==> src/rtl/brs_pkg.sv <==
package brs_pkg;
  localparam logic [7:0] WR_KEY   = 8'h5A;
  localparam logic [1:0] OP_NONE  = 2'b00;
  localparam logic [1:0] OP_ON    = 2'b01;
  localparam logic [1:0] OP_OFF   = 2'b10;
  localparam logic [1:0] OP_PULSE = 2'b11;
  localparam int         BR_MST   = 0;
  localparam int         BR_SLV   = 1;
  localparam int         NBR      = 2;

  typedef enum logic [3:0] {
    S_IDLE,
    S_EN_PROP,
    S_EN_GATE,
    S_EN_CLK,
    S_EN_MST,
    S_EN_SLV,
    S_EN_RBK,
    S_DIS_SLV,
    S_DIS_MST,
    S_DIS_RBK,
    S_DIS_GATE
  } seq_st_e;
endpackage

==> src/rtl/brs_cmd_dec.sv <==
module brs_cmd_dec
  import brs_pkg::*;
(
  input  logic        cmd_wr,
  input  logic [31:0] cmd_data,
  output logic        want_on,
  output logic        want_off,
  output logic        want_pulse
);
  logic key_ok;
  assign key_ok     = cmd_wr && (cmd_data[31:24] == WR_KEY);
  assign want_on    = key_ok && (cmd_data[1:0] == OP_ON);
  assign want_off   = key_ok && (cmd_data[1:0] == OP_OFF);
  assign want_pulse = key_ok && (cmd_data[1:0] == OP_PULSE);
endmodule

==> src/rtl/brs_handshake.sv <==
module brs_handshake #(
  parameter int ACK_WAIT = 50
) (
  input  logic clk,
  input  logic rst_n,
  input  logic go,
  input  logic go_stop,
  input  logic ack,
  output logic stop_req,
  output logic ok,
  output logic tmo
);
  localparam int CW = $clog2(ACK_WAIT + 1);

  logic          stop_q, stop_d;
  logic          act_q, act_d;
  logic [CW-1:0] cnt_q, cnt_d;

  assign ok       = act_q && (ack == stop_q);
  assign tmo      = act_q && (ack != stop_q) && (cnt_q == CW'(ACK_WAIT - 1));
  assign stop_req = stop_q;

  always_comb begin
    stop_d = stop_q;
    act_d  = act_q;
    cnt_d  = cnt_q;
    if (go) begin
      stop_d = go_stop;
      act_d  = 1'b1;
      cnt_d  = '0;
    end else if (ok || tmo) begin
      act_d  = 1'b0;
    end else if (act_q) begin
      cnt_d  = cnt_q + 1'b1;
    end
  end

  always_ff @(posedge clk or negedge rst_n) begin
    if (!rst_n) begin
      stop_q <= 1'b1;
      act_q  <= 1'b0;
      cnt_q  <= '0;
    end else begin
      stop_q <= stop_d;
      act_q  <= act_d;
      cnt_q  <= cnt_d;
    end
  end

  // a stop line is held steady while its acknowledge is awaited
  a_r8_stop_steady: assert property (@(posedge clk) disable iff (!rst_n)
    (act_q && !ok && !tmo && !go) |=> $stable(stop_req));
  // a timeout is only reported after a wait that was already running
  a_r6_tmo_after_wait: assert property (@(posedge clk) disable iff (!rst_n)
    tmo |-> $past(act_q));
endmodule

==> src/rtl/brs_seq_fsm.sv <==
module brs_seq_fsm
  import brs_pkg::*;
#(
  parameter bit HAS_BRIDGE  = 1'b1,
  parameter int PROP_CYCLES = 32
) (
  input  logic           clk,
  input  logic           rst_n,
  input  logic           want_on,
  input  logic           want_off,
  input  logic           want_pulse,
  input  logic [NBR-1:0] hs_ok,
  input  logic [NBR-1:0] hs_tmo,
  output logic [NBR-1:0] hs_go,
  output logic [NBR-1:0] hs_stop,
  output logic           clk_en,
  output logic           sub_rst_n,
  output logic           busy,
  output logic           done,
  output logic           err
);
  localparam int PW = (PROP_CYCLES > 1) ? $clog2(PROP_CYCLES) : 1;

  seq_st_e       st_q, st_d;
  logic [PW-1:0] cnt_q, cnt_d;
  logic          clk_q, clk_d, srst_q, srst_d;
  logic          pls_q, pls_d, fail_q, fail_d;
  logic          done_q, done_d, err_q, err_d;

  always_comb begin
    st_d   = st_q;
    cnt_d  = cnt_q;
    clk_d  = clk_q;
    srst_d = srst_q;
    pls_d  = pls_q;
    fail_d = fail_q;
    err_d  = err_q;
    done_d = 1'b0;
    hs_go  = '0;
    hs_stop = '0;
    case (st_q)
      S_IDLE: begin
        if (want_on) begin
          st_d = S_EN_PROP; clk_d = 1'b1; cnt_d = '0;
          err_d = 1'b0; pls_d = 1'b0; fail_d = 1'b0;
        end else if (want_off || want_pulse) begin
          err_d = 1'b0; pls_d = want_pulse; fail_d = 1'b0;
          if (HAS_BRIDGE) begin
            hs_go[BR_SLV] = 1'b1; hs_stop[BR_SLV] = 1'b1; st_d = S_DIS_SLV;
          end else begin
            clk_d = 1'b0; st_d = S_DIS_GATE;
          end
        end
      end
      S_EN_PROP: begin
        if (cnt_q == PW'(PROP_CYCLES - 1)) begin
          clk_d = 1'b0; st_d = S_EN_GATE;
        end else begin
          cnt_d = cnt_q + 1'b1;
        end
      end
      S_EN_GATE: begin
        srst_d = 1'b1; st_d = S_EN_CLK;
      end
      S_EN_CLK: begin
        clk_d = 1'b1;
        if (HAS_BRIDGE) begin
          hs_go[BR_MST] = 1'b1; st_d = S_EN_MST;
        end else begin
          st_d = S_IDLE; done_d = 1'b1;
        end
      end
      S_EN_MST: begin
        if (hs_ok[BR_MST]) begin
          hs_go[BR_SLV] = 1'b1; st_d = S_EN_SLV;
        end else if (hs_tmo[BR_MST]) begin
          clk_d = 1'b0; fail_d = 1'b1; st_d = S_DIS_GATE;
        end
      end
      S_EN_SLV: begin
        if (hs_ok[BR_SLV]) begin
          st_d = S_IDLE; done_d = 1'b1;
        end else if (hs_tmo[BR_SLV]) begin
          hs_go[BR_MST] = 1'b1; hs_stop[BR_MST] = 1'b1; st_d = S_EN_RBK;
        end
      end
      S_EN_RBK: begin
        if (hs_ok[BR_MST] || hs_tmo[BR_MST]) begin
          clk_d = 1'b0; fail_d = 1'b1; st_d = S_DIS_GATE;
        end
      end
      S_DIS_SLV: begin
        if (hs_ok[BR_SLV]) begin
          hs_go[BR_MST] = 1'b1; hs_stop[BR_MST] = 1'b1; st_d = S_DIS_MST;
        end else if (hs_tmo[BR_SLV]) begin
          st_d = S_IDLE; done_d = 1'b1; err_d = 1'b1;
        end
      end
      S_DIS_MST: begin
        if (hs_ok[BR_MST]) begin
          clk_d = 1'b0; st_d = S_DIS_GATE;
        end else if (hs_tmo[BR_MST]) begin
          hs_go[BR_SLV] = 1'b1; st_d = S_DIS_RBK;
        end
      end
      S_DIS_RBK: begin
        if (hs_ok[BR_SLV] || hs_tmo[BR_SLV]) begin
          st_d = S_IDLE; done_d = 1'b1; err_d = 1'b1;
        end
      end
      S_DIS_GATE: begin
        srst_d = 1'b0;
        if (fail_q) begin
          st_d = S_IDLE; done_d = 1'b1; err_d = 1'b1;
        end else if (pls_q) begin
          pls_d = 1'b0; clk_d = 1'b1; cnt_d = '0; st_d = S_EN_PROP;
        end else begin
          st_d = S_IDLE; done_d = 1'b1;
        end
      end
      default: st_d = S_IDLE;
    endcase
  end

  always_ff @(posedge clk or negedge rst_n) begin
    if (!rst_n) begin
      st_q   <= S_IDLE;
      cnt_q  <= '0;
      clk_q  <= 1'b0;
      srst_q <= 1'b0;
      pls_q  <= 1'b0;
      fail_q <= 1'b0;
      done_q <= 1'b0;
      err_q  <= 1'b0;
    end else begin
      st_q   <= st_d;
      cnt_q  <= cnt_d;
      clk_q  <= clk_d;
      srst_q <= srst_d;
      pls_q  <= pls_d;
      fail_q <= fail_d;
      done_q <= done_d;
      err_q  <= err_d;
    end
  end

  assign clk_en    = clk_q;
  assign sub_rst_n = srst_q;
  assign busy      = (st_q != S_IDLE);
  assign done      = done_q;
  assign err       = err_q;

  // reset is released only while the clock is gated
  a_r3_release_gated: assert property (@(posedge clk) disable iff (!rst_n)
    $rose(srst_q) |-> !clk_q);
  // reset is asserted no earlier than one cycle after the clock is gated
  a_r5_gate_then_reset: assert property (@(posedge clk) disable iff (!rst_n)
    $fell(srst_q) |-> $past(!clk_q));
  // completion pulse coincides with the return to idle
  a_r12_done_idle: assert property (@(posedge clk) disable iff (!rst_n)
    done_q |-> (st_q == S_IDLE) && $past(st_q != S_IDLE));
endmodule

==> src/rtl/bridge_rst_seq.sv <==
module bridge_rst_seq
  import brs_pkg::*;
#(
  parameter bit HAS_BRIDGE  = 1'b1,
  parameter int PROP_CYCLES = 32,
  parameter int ACK_WAIT    = 50
) (
  input  logic        clk,
  input  logic        rst_n,
  input  logic        cmd_wr,
  input  logic [31:0] cmd_data,
  input  logic        mst_ack,
  input  logic        slv_ack,
  output logic        mst_stop,
  output logic        slv_stop,
  output logic        dom_clk_en,
  output logic        dom_rst_n,
  output logic        rst_status,
  output logic        busy,
  output logic        done,
  output logic        err
);
  logic           want_on, want_off, want_pulse;
  logic [NBR-1:0] hs_go, hs_stop, hs_ok, hs_tmo, ack_v, stop_v;

  brs_cmd_dec u_dec (
    .cmd_wr    (cmd_wr),
    .cmd_data  (cmd_data),
    .want_on   (want_on),
    .want_off  (want_off),
    .want_pulse(want_pulse)
  );

  brs_seq_fsm #(.HAS_BRIDGE(HAS_BRIDGE), .PROP_CYCLES(PROP_CYCLES)) u_fsm (
    .clk       (clk),
    .rst_n     (rst_n),
    .want_on   (want_on),
    .want_off  (want_off),
    .want_pulse(want_pulse),
    .hs_ok     (hs_ok),
    .hs_tmo    (hs_tmo),
    .hs_go     (hs_go),
    .hs_stop   (hs_stop),
    .clk_en    (dom_clk_en),
    .sub_rst_n (dom_rst_n),
    .busy      (busy),
    .done      (done),
    .err       (err)
  );

  assign ack_v[BR_MST] = mst_ack;
  assign ack_v[BR_SLV] = slv_ack;

  for (genvar b = 0; b < NBR; b++) begin : g_br
    brs_handshake #(.ACK_WAIT(ACK_WAIT)) u_hs (
      .clk     (clk),
      .rst_n   (rst_n),
      .go      (hs_go[b]),
      .go_stop (hs_stop[b]),
      .ack     (ack_v[b]),
      .stop_req(stop_v[b]),
      .ok      (hs_ok[b]),
      .tmo     (hs_tmo[b])
    );
  end

  assign mst_stop   = stop_v[BR_MST];
  assign slv_stop   = stop_v[BR_SLV];
  assign rst_status = !dom_rst_n;

  // a write without the key never starts a request
  a_r2_bad_key: assert property (@(posedge clk) disable iff (!rst_n)
    (!busy && cmd_wr && (cmd_data[31:24] != WR_KEY)) |=> !busy);
  // without bridges the stop lines never drop
  a_r13_no_bridge_stop: assert property (@(posedge clk) disable iff (!rst_n)
    !HAS_BRIDGE |-> (mst_stop && slv_stop));
endmodule

==> config.mk <==
export PLATFORM = sky130hd
export DESIGN_NAME = bridge_rst_seq
export DESIGN_NICKNAME = d
export VERILOG_FILES = /design/src/rtl/brs_pkg.sv /design/src/rtl/brs_cmd_dec.sv /design/src/rtl/brs_handshake.sv /design/src/rtl/brs_seq_fsm.sv /design/src/rtl/bridge_rst_seq.sv
export SDC_FILE = /design/constraint.sdc
export NUM_CORES = 1
export LEC_CHECK = 0
export BUFFER_PORTS_ARGS = -buffer_cell sky130_fd_sc_hd__buf_2
export CORE_ASPECT_RATIO = 0.5
export CORE_MARGIN = 5
export CORE_UTILIZATION = 49
export CTS_CLUSTER_DIAMETER = 120
export DETAILED_ROUTE_END_ITERATION = 7
export PLACE_DENSITY = 0.76
export SLEW_MARGIN = 30
export SYNTH_ARGS = -nofsm -noshare
export SYNTH_HDL_FRONTEND = slang
export SYNTH_SLANG_ARGS = --single-unit
==> constraint.sdc <==
create_clock -name clk -period 2.1 [get_ports clk]
set_input_delay 0.21 -clock clk [delete_from_list [all_inputs] [get_ports clk]]
set_output_delay 0.21 -clock clk [all_outputs]
set_load 0.005 [all_outputs]
* Word-level counts from Yosys, hierarchy flattened
Index checks and enable logic that the tools add are counted.
** Storage, ports and cells
- Register bits :: 31
- Bits of input ports :: 37
- Output and inout port bits :: 8
- Word-level logic and storage cells :: 163
** Cells by class
- Add/subtract/negate cells :: 3
- Equal/unequal tests :: 41
- Muxes and demuxes :: 71
- Reductions and logical operators :: 34
** Operators with widths (number)
- $mux W4 :: 14
- $pmux W4 S11 :: 1
- $mux W1 :: 36
- $mux W6 :: 6
- $mux W5 :: 4
- $ne A2 B1 Y1 const B :: 10
- $eq A4 B3 Y1 const B :: 4
- $pmux W5 S3 :: 1
- $add A6 B1 Y6 const B :: 2
- $eq A4 B4 Y1 const B :: 3
- $eq A6 B6 Y1 const B :: 2
- $ne A3 B1 Y1 const B :: 4
- $reduce_bool A2 Y1 :: 6
- $logic_and A1 B1 Y1 :: 10
- $ne A2 B2 Y1 const B :: 5
- $reduce_and A5 Y1 :: 2
- $pmux W1 S3 :: 3
- $reduce_and A9 Y1 :: 1
- $eq A4 B2 Y1 const B :: 2
- $eq A8 B7 Y1 const B :: 1
- $pmux W1 S4 :: 2
- $reduce_and A8 Y1 :: 1
- $reduce_bool A4 Y1 :: 2
- $pmux W1 S7 :: 1
- 17 further kinds :: 26

* Longest topological paths before layout
- Depth after elaboration :: 9
- Mapped depth :: 8
- Depth with buffers taken out :: 8

* Modules after synthesis
From an unflattened synthesis, not the netlist that was laid out.
** Second synthesis, totals
- Cells, all modules :: 224
- Area total of the unflattened synthesis :: 2178.3 um^2
** Modules (own cells, without submodules)
- brs_seq_fsm :: times used 1, cells an instance 133, area each 1211.2 um^2, seq. area each 375.4 um^2
- brs_handshake :: times used 2, cells an instance 41, area each 446.7 um^2, seq. area each 201.4 um^2
- brs_cmd_dec :: times used 1, cells an instance 8, area each 70.1 um^2, seq. area each 0.0 um^2
- bridge_rst_seq :: times used 1, cells an instance 1, area each 3.8 um^2, seq. area each 0.0 um^2

* Worst setup path after synthesis
No wires, ideal clock.
- Kind :: register -> register
- Start :: reg u_fsm.cnt_q[0]
- End :: reg u_fsm.cnt_q[3]
- Setup time :: 0.069 ns
- Arrival :: 2.066 ns
- Data required time :: 2.031 ns
- Slack :: -0.035 ns
- Cell stages (with the launch flop) :: 9
- Buffers on the path :: 0
- Clock period less this slack :: 2.135 ns
- Cell sequence :: dfrtp_1 ha_1 and3_1 ha_1 a211o_2 a21oi_2 o211ai_2 or4_1 nand3_1
** Between the ends
- Word-level cells in the longest chain between the ends :: 3
- Elaborated cells between the ends (all ways) :: 6
- Those cells by class :: add/sub (1); eq/ne (2); mux (2); reduce/logical (1)
** RTL lines
- from (decl) :: line brs_seq_fsm.sv:25 : logic [PW-1:0] cnt_q, cnt_d;
- from (signal assigned) :: line brs_seq_fsm.sv:137 : cnt_q <= cnt_d;
- $add A5 B1 Y5 or $eq A5 B5 Y1 (tied branches) :: line brs_seq_fsm.sv:59, brs_seq_fsm.sv:56
- $mux W5 or $ne A2 B2 Y1 (tied branches)
- $pmux W5 S3 or $reduce_and A5 Y1 (tied branches)
Several ways; a longest one is shown, not always the timed one. The select of a mux whose other input is x is not followed.
A chain may end at the register's enable or synchronous reset.

* Worst setup path after layout
Ends and elaborated chain as after synthesis.

==> impl_metrics.py <==
metrics = {
    "placed_design": {
        "place_hpwl_mm": 3.41,
        "portBuffers": 22,
        "pre_cts_slack_ps": 17.7,
        "gp_congestion": 0.940,
        "placed_cells": 301,
    },
    "clocking": {
        "clkLatencyLatePin_ps": 290,
        "clock_path_buffers": 2,
        "cts-root-buf": "clkbuf_8",
        "h-tree-depth": 2,
        "cts_tree": "yes",
        "cts.hold.buffers_added": 0,
        "clk_pin_slew_ps": 70,
        "numCtsBuffers": 5,
        "cts_sinks": 31,
    },
    "floorplanning": {
        "core_um2": 3980,
        "die_h_um": 56.0,
        "io_pins": 45,
        "num_rows": 16,
        "die_area_um2": 5710,
        "initial_core_util_pct": 52.0,
        "die_w_um": 102,
    },
    "critical_path": {
        "start_kind": "flop",
        "slowest_stage": "or4_1",
        "cp-end-kind": "flop",
        "r2r_end": "u_fsm.cnt_q[3]",
        "reg2reg_depth": 8,
        "slowest_delay_ps": 400,
        "crit_start": "u_fsm.cnt_q[0]",
        "crit_buf_inv": 0,
        "worstPathRequired_ps": 2330,
        "critPathTopFamily": "simple AND/OR/NAND/NOR gates",
        "timing.rr.start": "u_fsm.cnt_q[0]",
        "regToRegSetupSlack_ps": 40,
        "critical_path_class": "flop to flop",
        "crit_path_max_fanout": 3,
        "crit_chain": "ha_2, and3_4, ha_4, a211o_4, a21oi_2, o211ai_2, or4_1, nand3_1",
        "arrival_ps": 2290,
    },
    "sta": {
        "maxSlewViolCount": 0,
        "layout_worst_path_cycle_share_pct": 98.2,
        "period_needed_ps": 2060,
        "worst-slew-pin-transition_ps": 703,
        "slew_headroom_pct": 53.1,
        "skew_ps": 5.76,
        "hold_violations": 29,
        "finalSetupViolations": 0,
        "fmax_ghz": 0.485,
        "worst_hold_slack_ps": -36.8,
        "rsz0062_at_grt": "yes",
        "setup_slack_ps": 37.0,
    },
    "outcome": {
        "violations": "hold timing",
        "status": "finished, violations left",
    },
    "yosys": {
        "syn_area_um2": 2070,
        "synth-main-ff-cell": "dfrtp_1",
        "yosys_warnings": 0,
        "seq_area_frac_synth_pct": 37.6,
        "synth_compound_area_share_pct": 17.7,
        "synth_cells": 220,
        "synth_top_family_by_area": "simple AND/OR/NAND/NOR gates",
        "yosys_register_bits": 31,
        "synthMuxAreaShare_pct": 2.60,
        "synth_cell_types": 64,
        "synthArstFlopShare_pct": 100,
        "synth_edf_count": 0,
        "synth_xor_xnor_area_share_pct": 5.80,
        "syn_area_per_cell_um2": 9.42,
        "synth_fa_ha_area_share_pct": 3.62,
        "yosys.area_share.simple_pct": 28.4,
        "syn_nets": 263,
    },
    "final_layout": {
        "drive_gt1_share_pct": 26.6,
        "antennaDiodeCount": 0,
        "multi_input_area_um2": 1230,
        "syn2layout_area_growth_pct": 19.0,
        "finalNonFillerCells": 310,
        "nFillCells": 326,
        "finish.utilization_pct": 61.9,
        "final_nets": 298,
        "regArea_um2": 778,
        "final_common_cell": "dfrtp_1",
        "mostFrequentLayoutCells": "dfrtp_1, nor2_1, buf_2",
    },
    "detailed_routing": {
        "route.detailed.drc": 0,
        "final_antenna_net_count": 0,
        "drt_first_pass_iters": 4,
        "drt-total-wl_mm": 4.82,
        "drt-vias-per-instance": 5.86,
        "drt-initial-drc-count": 152,
        "num_vias": 1816,
        "wl_per_cell_um": 15.5,
    },
    "hold_path": {
        "worstHoldPathType": "primary input to asynchronous set/reset pin",
    },
    "global_route": {
        "grtUsageTotal_pct": 17.3,
        "grt_pass1_wl_mm": 7.99,
        "antenna_found_initial": 0,
        "grt_start_max_net_pins": 32,
        "overflow": 0,
        "grt_pass1_vias": 1665,
    },
    "pwr": {
        "power.ir.vdd_worst_mv": 0.526,
        "finalPower_w": 0.00336,
        "power_density_nw_per_um2": 1360,
        "power.leakage_nw": 1.10,
    },
    "job": {
        "drv_cap": 0,
    },
}
## metal layers
layer	global-route usage, %	routed length (um)	vias up
met4	4.30	72	0
met3	4.51	209	12
li1	-	-	886
met1	24.3	2350	882
met2	26.3	2190	36
met5	0	0	-
## stage by stage
step / area (um2) / setup TNS [ps] / hold slack [ps]
floorplan: 2080 / 0 / -85.6
global placement: 2300 / 0 / 282
detailed placement: 2300 / 0 / 310
CTS: 2430 / 0 / 3.81
global route: 2470 / -109 / 46.9
finish: 2470 / 0 / -36.8
## report_power, final
group / internal (W) / switching [W]
sequential: 0.000790 / 0.000187
clock: 0.000474 / 0.000241
combinational: 0.000732 / 0.000934
total: 0.00200 / 0.00136
## what timing repair did
| item | in CTS | in global routing |
|---|---|---|
| buffers inserted | 0 | 1 |
| gates resized for setup | 0 | 4 |
| pin swaps | 1 | 0 |
| setup endpoints to repair | 1 | 6 |
## logic make-up (layout without fill, tap and decap cells)
logic type,count (synthesis),after routing
compound gates,47,47
xor+xnor,12,12
fa+ha+maj,6,6
buf+inv,18,54
flops,31,31
mux,5,5
simple gates,101,101
## worst max path at each step
| stage | depth (start not counted) | end |
|---|---|---|
| after floorplan | 8 | u_fsm.cnt_q[3] |
| after global placement | 8 | u_fsm.cnt_q[3] |
| after detailed placement | 8 | u_fsm.cnt_q[3] |
| after CTS | 8 | u_fsm.cnt_q[3] |
| after global routing | 8 | u_fsm.cnt_q[3] |
| final | 8 | u_fsm.cnt_q[3] |
## state kept, by name (all words and copies together) (netlist names)
name / cells
u_fsm.cnt_q: 5
u_fsm.sub_rst_n: 1
u_fsm.clk_en: 1
g_br.u_hs.stop_req: 2
u_fsm.pls_q: 1
u_fsm.st_q: 4
g_br.u_hs.act_q: 2
u_fsm.err: 1
g_br.u_hs.cnt_q: 12
u_fsm.done: 1
u_fsm.fail_q: 1
## synth_stat cells (4+ instances only)
cell type  count  area, um2
a21oi_1        6       30.0
and3_1         4       25.0
dfrtp_1       29        726
ha_1           6       75.1
inv_1          7       26.3
nand2_1       19       71.3
nand2b_1       4       25.0
nand3_1       10       50.1
nand4_1        7       43.8
nor2_1        24       90.1
nor2b_1        5       31.3
nor3_1         4       20.0
o21ai_1        5       25.0
o22ai_1        4       25.0
xnor2_1        5       43.8
xor2_1         5       43.8
## final cells by class
cell class	count	share of cell area (%)
Multi-Input combinational cell	171	49.9
Sequential cell	31	31.6
Timing Repair Buffer	36	8.88
Clock buffer	6	2.94
Tap cell	54	2.74
Clock inverter	2	2.44
Inverter	10	1.52
Note: power is estimated with default switching activity, not from simulation.
